## config.mk

```make
export PLATFORM = sky130hd
export DESIGN_NAME = pcm_serial_rx
export DESIGN_NICKNAME = d
export VERILOG_FILES = /design/src/rtl/pcm_rx_pkg.sv /design/src/rtl/pcm_rx_sync.sv /design/src/rtl/pcm_rx_deser.sv /design/src/rtl/pcm_rx_drift.sv /design/src/rtl/pcm_serial_rx.sv
export SDC_FILE = /design/constraint.sdc
export NUM_CORES = 1
export LEC_CHECK = 0
export CAP_MARGIN = 20
export CORE_UTILIZATION = 55
export DETAILED_ROUTE_END_ITERATION = 8
export HOLD_SLACK_MARGIN = 0.12
export PLACE_DENSITY = 0.74
export SLEW_MARGIN = 20
export SYNTH_ARGS = -nofsm -noshare
export SYNTH_HDL_FRONTEND = slang
export SYNTH_HIERARCHICAL = 1
export SYNTH_SLANG_ARGS = --single-unit
```

## constraint.sdc

```tcl
create_clock -name clk -period 11.9 [get_ports clk]
set_clock_uncertainty 0.1 [all_clocks]
set_input_delay 1.785 -clock clk [delete_from_list [all_inputs] [get_ports clk]]
set_output_delay 1.785 -clock clk [all_outputs]
set_load 0.01 [all_outputs]
```

## src/rtl/pcm_rx_pkg.sv

```systemverilog
// Shared types for the PCM serial receiver: justification kinds and the
// decoded format record. Assumes the 3-bit code is static while streaming.
package pcm_rx_pkg;

    typedef enum logic [1:0] {
        JUST_I2S   = 2'd0,
        JUST_LEFT  = 2'd1,
        JUST_RIGHT = 2'd2
    } just_e;

    typedef struct packed {
        just_e      just;
        logic [4:0] wlen;
    } fmt_t;

    // Map the format code onto justification and word length.
    function automatic fmt_t decode_fmt(input logic [2:0] code);
        fmt_t f;
        case (code)
            3'd0:    begin f.just = JUST_I2S;   f.wlen = 5'd24; end
            3'd1:    begin f.just = JUST_I2S;   f.wlen = 5'd16; end
            3'd2:    begin f.just = JUST_LEFT;  f.wlen = 5'd24; end
            3'd3:    begin f.just = JUST_LEFT;  f.wlen = 5'd20; end
            3'd4:    begin f.just = JUST_LEFT;  f.wlen = 5'd16; end
            3'd5:    begin f.just = JUST_RIGHT; f.wlen = 5'd24; end
            3'd6:    begin f.just = JUST_RIGHT; f.wlen = 5'd20; end
            default: begin f.just = JUST_RIGHT; f.wlen = 5'd16; end
        endcase
        return f;
    endfunction

endpackage

```

## src/rtl/pcm_rx_sync.sv

```systemverilog
// Samples the serial port into the system clock domain and finds bit-clock
// and word-clock rising edges. Assumes the port is synchronous to clk and
// that data and word clock are stable around the bit-clock rising edge.
module pcm_rx_sync (
    input  logic clk,
    input  logic rst_n,
    input  logic bck,
    input  logic lrck,
    input  logic sdata,
    output logic bit_stb,
    output logic bit_val,
    output logic lr_lvl,
    output logic lr_rise
);
    logic bck_q, bck_qq, lr_q, lr_qq, sd_q;

    // Two-deep history of the port pins for edge detection.
    always_ff @(posedge clk) begin
        if (!rst_n) begin
            bck_q  <= 1'b0;
            bck_qq <= 1'b0;
            lr_q   <= 1'b0;
            lr_qq  <= 1'b0;
            sd_q   <= 1'b0;
        end else begin
            bck_q  <= bck;
            bck_qq <= bck_q;
            lr_q   <= lrck;
            lr_qq  <= lr_q;
            sd_q   <= sdata;
        end
    end

    assign bit_stb = bck_q & ~bck_qq;
    assign bit_val = sd_q;
    assign lr_lvl  = lr_q;
    assign lr_rise = lr_q & ~lr_qq;

endmodule

```

## src/rtl/pcm_rx_deser.sv

```systemverilog
// Counts bits inside each word-clock half, picks out the word at the
// position the format places it, and sign-extends it. Assumes each half is
// longer than the selected word length.
module pcm_rx_deser
    import pcm_rx_pkg::*;
#(
    parameter int DATA_W = 24,
    parameter int CNT_W  = 6
) (
    input  logic              clk,
    input  logic              rst_n,
    input  logic              bit_stb,
    input  logic              bit_val,
    input  logic              lr_lvl,
    input  fmt_t              fmt,
    output logic              word_stb,
    output logic [DATA_W-1:0] word,
    output logic              word_left
);
    localparam logic [CNT_W-1:0] CNT_MAX = '1;

    logic              lr_prev;
    logic [CNT_W-1:0]  cnt;
    logic [DATA_W-1:0] shreg;

    logic              lr_edge, take, chan_lvl, left_c;
    logic [CNT_W-1:0]  idx, wlen_c;
    logic [DATA_W-1:0] shifted, raw, ext;

    // Decide whether this bit closes a word, and which channel it is.
    always_comb begin
        lr_edge = lr_lvl ^ lr_prev;
        idx     = lr_edge ? '0 : cnt;
        wlen_c  = CNT_W'(fmt.wlen);
        shifted = {shreg[DATA_W-2:0], bit_val};
        case (fmt.just)
            JUST_RIGHT: begin take = lr_edge;                     raw = shreg;   chan_lvl = lr_prev; end
            JUST_LEFT:  begin take = (idx == wlen_c - CNT_W'(1)); raw = shifted; chan_lvl = lr_lvl;  end
            default:    begin take = (idx == wlen_c);             raw = shifted; chan_lvl = lr_lvl;  end
        endcase
        left_c = (fmt.just == JUST_I2S) ? ~chan_lvl : chan_lvl;
    end

    // Sign-extend the low wlen bits of the raw word.
    always_comb begin
        for (int i = 0; i < DATA_W; i++) begin
            ext[i] = (i < int'(fmt.wlen)) ? raw[i] : raw[fmt.wlen - 5'd1];
        end
    end

    // Shift, count and capture on each bit-clock rising edge.
    always_ff @(posedge clk) begin
        if (!rst_n) begin
            lr_prev   <= 1'b0;
            cnt       <= '0;
            shreg     <= '0;
            word_stb  <= 1'b0;
            word      <= '0;
            word_left <= 1'b0;
        end else begin
            word_stb <= 1'b0;
            if (bit_stb) begin
                shreg   <= shifted;
                lr_prev <= lr_lvl;
                cnt     <= lr_edge ? CNT_W'(1) : ((cnt == CNT_MAX) ? cnt : cnt + CNT_W'(1));
                if (take) begin
                    word_stb  <= 1'b1;
                    word      <= ext;
                    word_left <= left_c;
                end
            end
        end
    end


    stb_follows_bit_chk: assert property (@(posedge clk) disable iff (!rst_n)
        word_stb |-> $past(bit_stb));

endmodule

```

## src/rtl/pcm_rx_drift.sv

```systemverilog
// Learns the word-clock period in system-clock cycles and the bit-clock
// period, then checks every rising word-clock edge against a free-running
// phase counter. Assumes periods fit in PH_W bits.
module pcm_rx_drift #(
    parameter int PH_W      = 16,
    parameter int DRIFT_BCK = 6
) (
    input  logic clk,
    input  logic rst_n,
    input  logic bck_rise,
    input  logic lr_rise,
    output logic locked,
    output logic sync_lost
);
    localparam logic [PH_W-1:0] PH_MAX = '1;

    typedef enum logic [1:0] {ST_WAIT, ST_MEAS, ST_LOCK} st_e;

    st_e             st;
    logic [PH_W-1:0] ph, per, bcnt, bper, thr;
    logic            drift_bad;

    assign thr       = bper * PH_W'(DRIFT_BCK);
    assign drift_bad = (ph > thr) && ((per - ph) > thr);
    assign locked    = (st == ST_LOCK);

    // Track the bit-clock period in system-clock cycles.
    always_ff @(posedge clk) begin
        if (!rst_n) begin
            bcnt <= '0;
            bper <= '0;
        end else if (bck_rise) begin
            bper <= bcnt;
            bcnt <= PH_W'(1);
        end else begin
            bcnt <= (bcnt == PH_MAX) ? bcnt : bcnt + PH_W'(1);
        end
    end

    // Measure, lock and supervise the word-clock phase.
    always_ff @(posedge clk) begin
        if (!rst_n) begin
            st        <= ST_WAIT;
            ph        <= '0;
            per       <= '0;
            sync_lost <= 1'b0;
        end else begin
            sync_lost <= 1'b0;
            case (st)
                ST_WAIT: if (lr_rise) begin
                    st <= ST_MEAS;
                    ph <= PH_W'(1);
                end
                ST_MEAS: begin
                    ph <= (ph == PH_MAX) ? ph : ph + PH_W'(1);
                    if (lr_rise) begin
                        per <= ph;
                        ph  <= PH_W'(1);
                        st  <= ST_LOCK;
                    end
                end
                default: begin
                    ph <= (ph == per - PH_W'(1)) ? '0 : ph + PH_W'(1);
                    if (lr_rise && drift_bad) begin
                        st        <= ST_MEAS;
                        ph        <= PH_W'(1);
                        sync_lost <= 1'b1;
                    end
                end
            endcase
        end
    end


    lost_drops_lock_chk: assert property (@(posedge clk) disable iff (!rst_n)
        sync_lost |-> !locked);

    lock_after_rise_chk: assert property (@(posedge clk) disable iff (!rst_n)
        $rose(locked) |-> $past(lr_rise));

    lock_holds_chk: assert property (@(posedge clk) disable iff (!rst_n)
        (locked && !lr_rise) |=> locked);

endmodule

```

## src/rtl/pcm_serial_rx.sv

```systemverilog
// Top of the PCM serial receiver: decodes the format, deserializes words,
// pairs left with right and mutes the outputs while word-clock phase is not
// locked. Assumes all port inputs are synchronous to clk.
module pcm_serial_rx
    import pcm_rx_pkg::*;
#(
    parameter int DATA_W    = 24,
    parameter int CNT_W     = 6,
    parameter int PH_W      = 16,
    parameter int DRIFT_BCK = 6
) (
    input  logic              clk,
    input  logic              rst_n,
    input  logic              bck,
    input  logic              lrck,
    input  logic              sdata,
    input  logic [2:0]        fmt,
    output logic [DATA_W-1:0] left_o,
    output logic [DATA_W-1:0] right_o,
    output logic              valid_o,
    output logic              sync_lost_o
);
    fmt_t              fmt_d;
    logic              bit_stb, bit_val, lr_lvl, lr_rise;
    logic              word_stb, word_left, locked;
    logic [DATA_W-1:0] word, pend;

    assign fmt_d = decode_fmt(fmt);

    pcm_rx_sync sync_i (
        .clk(clk), .rst_n(rst_n), .bck(bck), .lrck(lrck), .sdata(sdata),
        .bit_stb(bit_stb), .bit_val(bit_val), .lr_lvl(lr_lvl), .lr_rise(lr_rise)
    );

    pcm_rx_deser #(.DATA_W(DATA_W), .CNT_W(CNT_W)) deser_i (
        .clk(clk), .rst_n(rst_n), .bit_stb(bit_stb), .bit_val(bit_val),
        .lr_lvl(lr_lvl), .fmt(fmt_d), .word_stb(word_stb), .word(word),
        .word_left(word_left)
    );

    pcm_rx_drift #(.PH_W(PH_W), .DRIFT_BCK(DRIFT_BCK)) drift_i (
        .clk(clk), .rst_n(rst_n), .bck_rise(bit_stb), .lr_rise(lr_rise),
        .locked(locked), .sync_lost(sync_lost_o)
    );

    // Hold the left word, then publish the pair when the right word lands.
    always_ff @(posedge clk) begin
        if (!rst_n) begin
            pend    <= '0;
            left_o  <= '0;
            right_o <= '0;
            valid_o <= 1'b0;
        end else begin
            valid_o <= 1'b0;
            if (word_stb && word_left) begin
                pend <= word;
            end
            if (!locked) begin
                left_o  <= '0;
                right_o <= '0;
            end else if (word_stb && !word_left) begin
                left_o  <= pend;
                right_o <= word;
                valid_o <= 1'b1;
            end
        end
    end


    valid_single_chk: assert property (@(posedge clk) disable iff (!rst_n)
        valid_o |=> !valid_o);

    mute_out_chk: assert property (@(posedge clk) disable iff (!rst_n)
        !locked |=> (!valid_o && left_o == '0 && right_o == '0));

endmodule

```

==> results by group <==
Synthesis
  • Dominant synthesized flop cell: dfxtp_1
  • Top-area cell type share of the netlist area: 34.8%
  • Leading area contributor after synthesis: dfxtp_1
  • Yosys reg bits: 201
  • Most common cell in the synthesized netlist: nand2_1
  • Mapped Area: 11600 µm²
  • EDFF count, synth: 0
  • Post-synthesis instance total: 1445
  • Synth Warn #: 6
  • Post-synth top cells: nand2_1, dfxtp_1, nor2_1
  • Largest cells by area after synthesis: dfxtp_1, nand2_1, ha_1
  • Post-synthesis sequential area ratio: 34.8%
  • Ys async rst share: 0%
  • Library cells used by synthesis: 85
  • Syn Area/Cell: 8.01 µm²

CTS
  • H-tree Lvls: 1
  • CTS max path bufs: 3
  • Hold_buf cts: 0
  • Clock Pin Slew Worst Setup and Hold Paths: 60 ps
  • Root buffer cell: clkbuf_16
  • Worst-Skew Late Latency: 520 ps
  • Clock sink count: 201
  • CTS tree: done
  • Post-CTS sizing: 0
  • CTS Buf Count: 23
  • # Post-CTS Setup Buffers: 0

GRT
  • Largest net degree at the start of global routing: 64
  • GRT Resource Usage Total: 25.2%
  • Total grt overflow: 0
  • First-pass GRT wire length: 45800 µm
  • Initial antenna violation count: 0
  • Vias in the first global route: 9000

STA
  • Worst hold slack: 350 ps
  • Max Transition Viols Final: 0
  • RSZ-0062 raised after global routing: false
  • Final Setup Violations: 0
  • Worst Tran Pin Value: 1020 ps
  • Rel. slew slack: 31.9%
  • Final hold vios: 0
  • Achievable frequency: 196 MHz
  • Final Cycle Share: 42.8%
  • Setup TNS: 0 ps
  • Min Tclk post-route: 5090 ps
  • Worst Slack Setup Final: 6810 ps

Setup path
  • Req. time, crit path: 12220 ps
  • Critical Path Sink Type: flop
  • Worst Setup SP: fmt[0]
  • CP Data Arrival Time: 5410 ps
  • Crit path launch type: primary input
  • CP Class: primary input to flop
  • CP max FO: 27
  • R2R Path Start: drift_i/ph[1]

Routing
  • Routed WL per cell: 15.7 µm
  • Vias per cell: 5.82
  • Pre-antenna DRT Iters: 5
  • Routed Antenna Nets: 0
  • WL final: 27400 µm
  • DR iter-0 viols: 692
  • Vias: 10200
  • Drt drc: 0

Placed design
  • Placer Congestion: 0.938
  • Pre-CTS WS: 6360 ps
  • Placed Instances: 1710
  • Final HPWL DP: 19300 µm
  • Port-buffer cells: 57

Finish
  • N_diodes: 0
  • Util after Layout: 63.6%
  • Fillers: 1808
  • Area Growth Syn to Fin: 12.3%
  • Layout cell share with drive strength beyond 1: 4.66%
  • Nets: 1540
  • Post-route insts no fill: 1750

Floorplanning
  • Core Region: 20400 µm²
  • Rows: 52
  • Die Wd: 147 µm
  • Chip height: 147 µm
  • Die area: 21600 µm²
  • Initial Util: 56.6%
  • IO Count: 58

Run status
  • Outcome: finished clean

Power
  • Power density cells: 125 nW/µm²
  • Leakage Power: 4.73 nW
  • Max IR drop VDD: 118 µV

Hold path
  • HP Start: right_o[19]
  • Hold Path Class: flop to flop

Job
  • Maximum Capacitance Violations: 0
worst max-delay path, cell delays in order:
cell	delay, ps
clkdlybuf4s50_1	530
nor2_1	80
nor2b_1	440
nor2b_1	190
buf_4	290
xnor2_1	370
o221ai_1	240
a22o_1	280
o22ai_2	770
o31ai_1	220
o22ai_1	190
state kept, by name, indices dropped and copies added, names as in the netlist:
name	cells
deser_i/shreg	24
deser_i/word	24
left_o	24
pend	24
right_o	24
drift_i/bcnt	16
drift_i/per	16
drift_i/ph	16
drift_i/bper	15
deser_i/cnt	6
drift_i/st	2
deser_i/lr_prev	1
deser_i/word_left	1
deser_i/word_stb	1
drift_i/sync_lost	1
sync_i/bck_q	1
sync_i/bck_qq	1
sync_i/bit_val	1
sync_i/lr_lvl	1
sync_i/lr_qq	1
valid_o	1
worst paths after layout:
kind         cells past startpoint  slack, ps                to
max reg2reg                     15       7190     drift_i/ph[3]
max                             11       6810  deser_i/word[16]
min                              2        350       right_o[19]
min reg2reg                      2        350       right_o[19]
logic make-up (layout without fill, tap and decap cells):
family / count (synthesis) / in the layout / share of synthesized area, %
adders and majority gates: 66 / 66 / 7.27
other: 2 / 13 / 0.0649
xor gates and xnor gates: 81 / 81 / 6.25
AOI/OAI and AO/OA: 308 / 308 / 18.1
muxes: 47 / 47 / 4.08
buffers and inverters: 121 / 145 / 4.55
DFF: 201 / 201 / 34.8
and+or+nand+nor: 619 / 619 / 24.9
area by class of cell:
class	count	area, µm²	area share (%)
multi-input combinational	1134	7070	54.4
inverter	40	150	1.16
clock inverter	10	150	1.16
clock buffer	29	608	4.68
sequential	201	4020	31.0
tap	270	338	2.60
timing repair buffer	66	653	5.03
metal layers:
layer	global-route usage [%]	up-vias	routed length, µm
met5	0	-	0
met4	5.21	0	467
met3	2.76	30	1560
met2	37.7	285	11700
met1	38.8	4760	13700
li1	-	5102	-
metrics by stage:
stage / power [mW] / area, µm²
2_1_floorplan: 0.879 / 11600
3_3_place_gp: 0.916 / 12200
3_5_place_dp: 0.922 / 12200
4_1_cts: 1.63 / 13000
5_1_grt: 1.69 / 13000
6_report: 1.62 / 13000
power breakdown:
| group | switching [mW] | internal, mW | total [mW] |
|---|---|---|---|
| Sequential | 0.00986 | 0.679 | 0.689 |
| Clock | 0.277 | 0.430 | 0.707 |
| Combinational | 0.133 | 0.0930 | 0.226 |
| Total | 0.420 | 1.20 | 1.62 |
cells in the final DEF (no fill, tap or decap), types with 31 or more instances in the layout:
cell / netlist / layout
ha_1: 64 / 64
inv_1: 39 / 39
nand2_1: 283 / 283
nand3_1: 41 / 41
dfxtp_1: 201 / 201
a21oi_1: 107 / 107
xor2_1: 31 / 31
clkdlybuf4s50_1: 0 / 56
mux2i_1: 46 / 46
nor2_1: 123 / 123
xnor2_1: 49 / 49
Power figures use the tool's default switching activity.
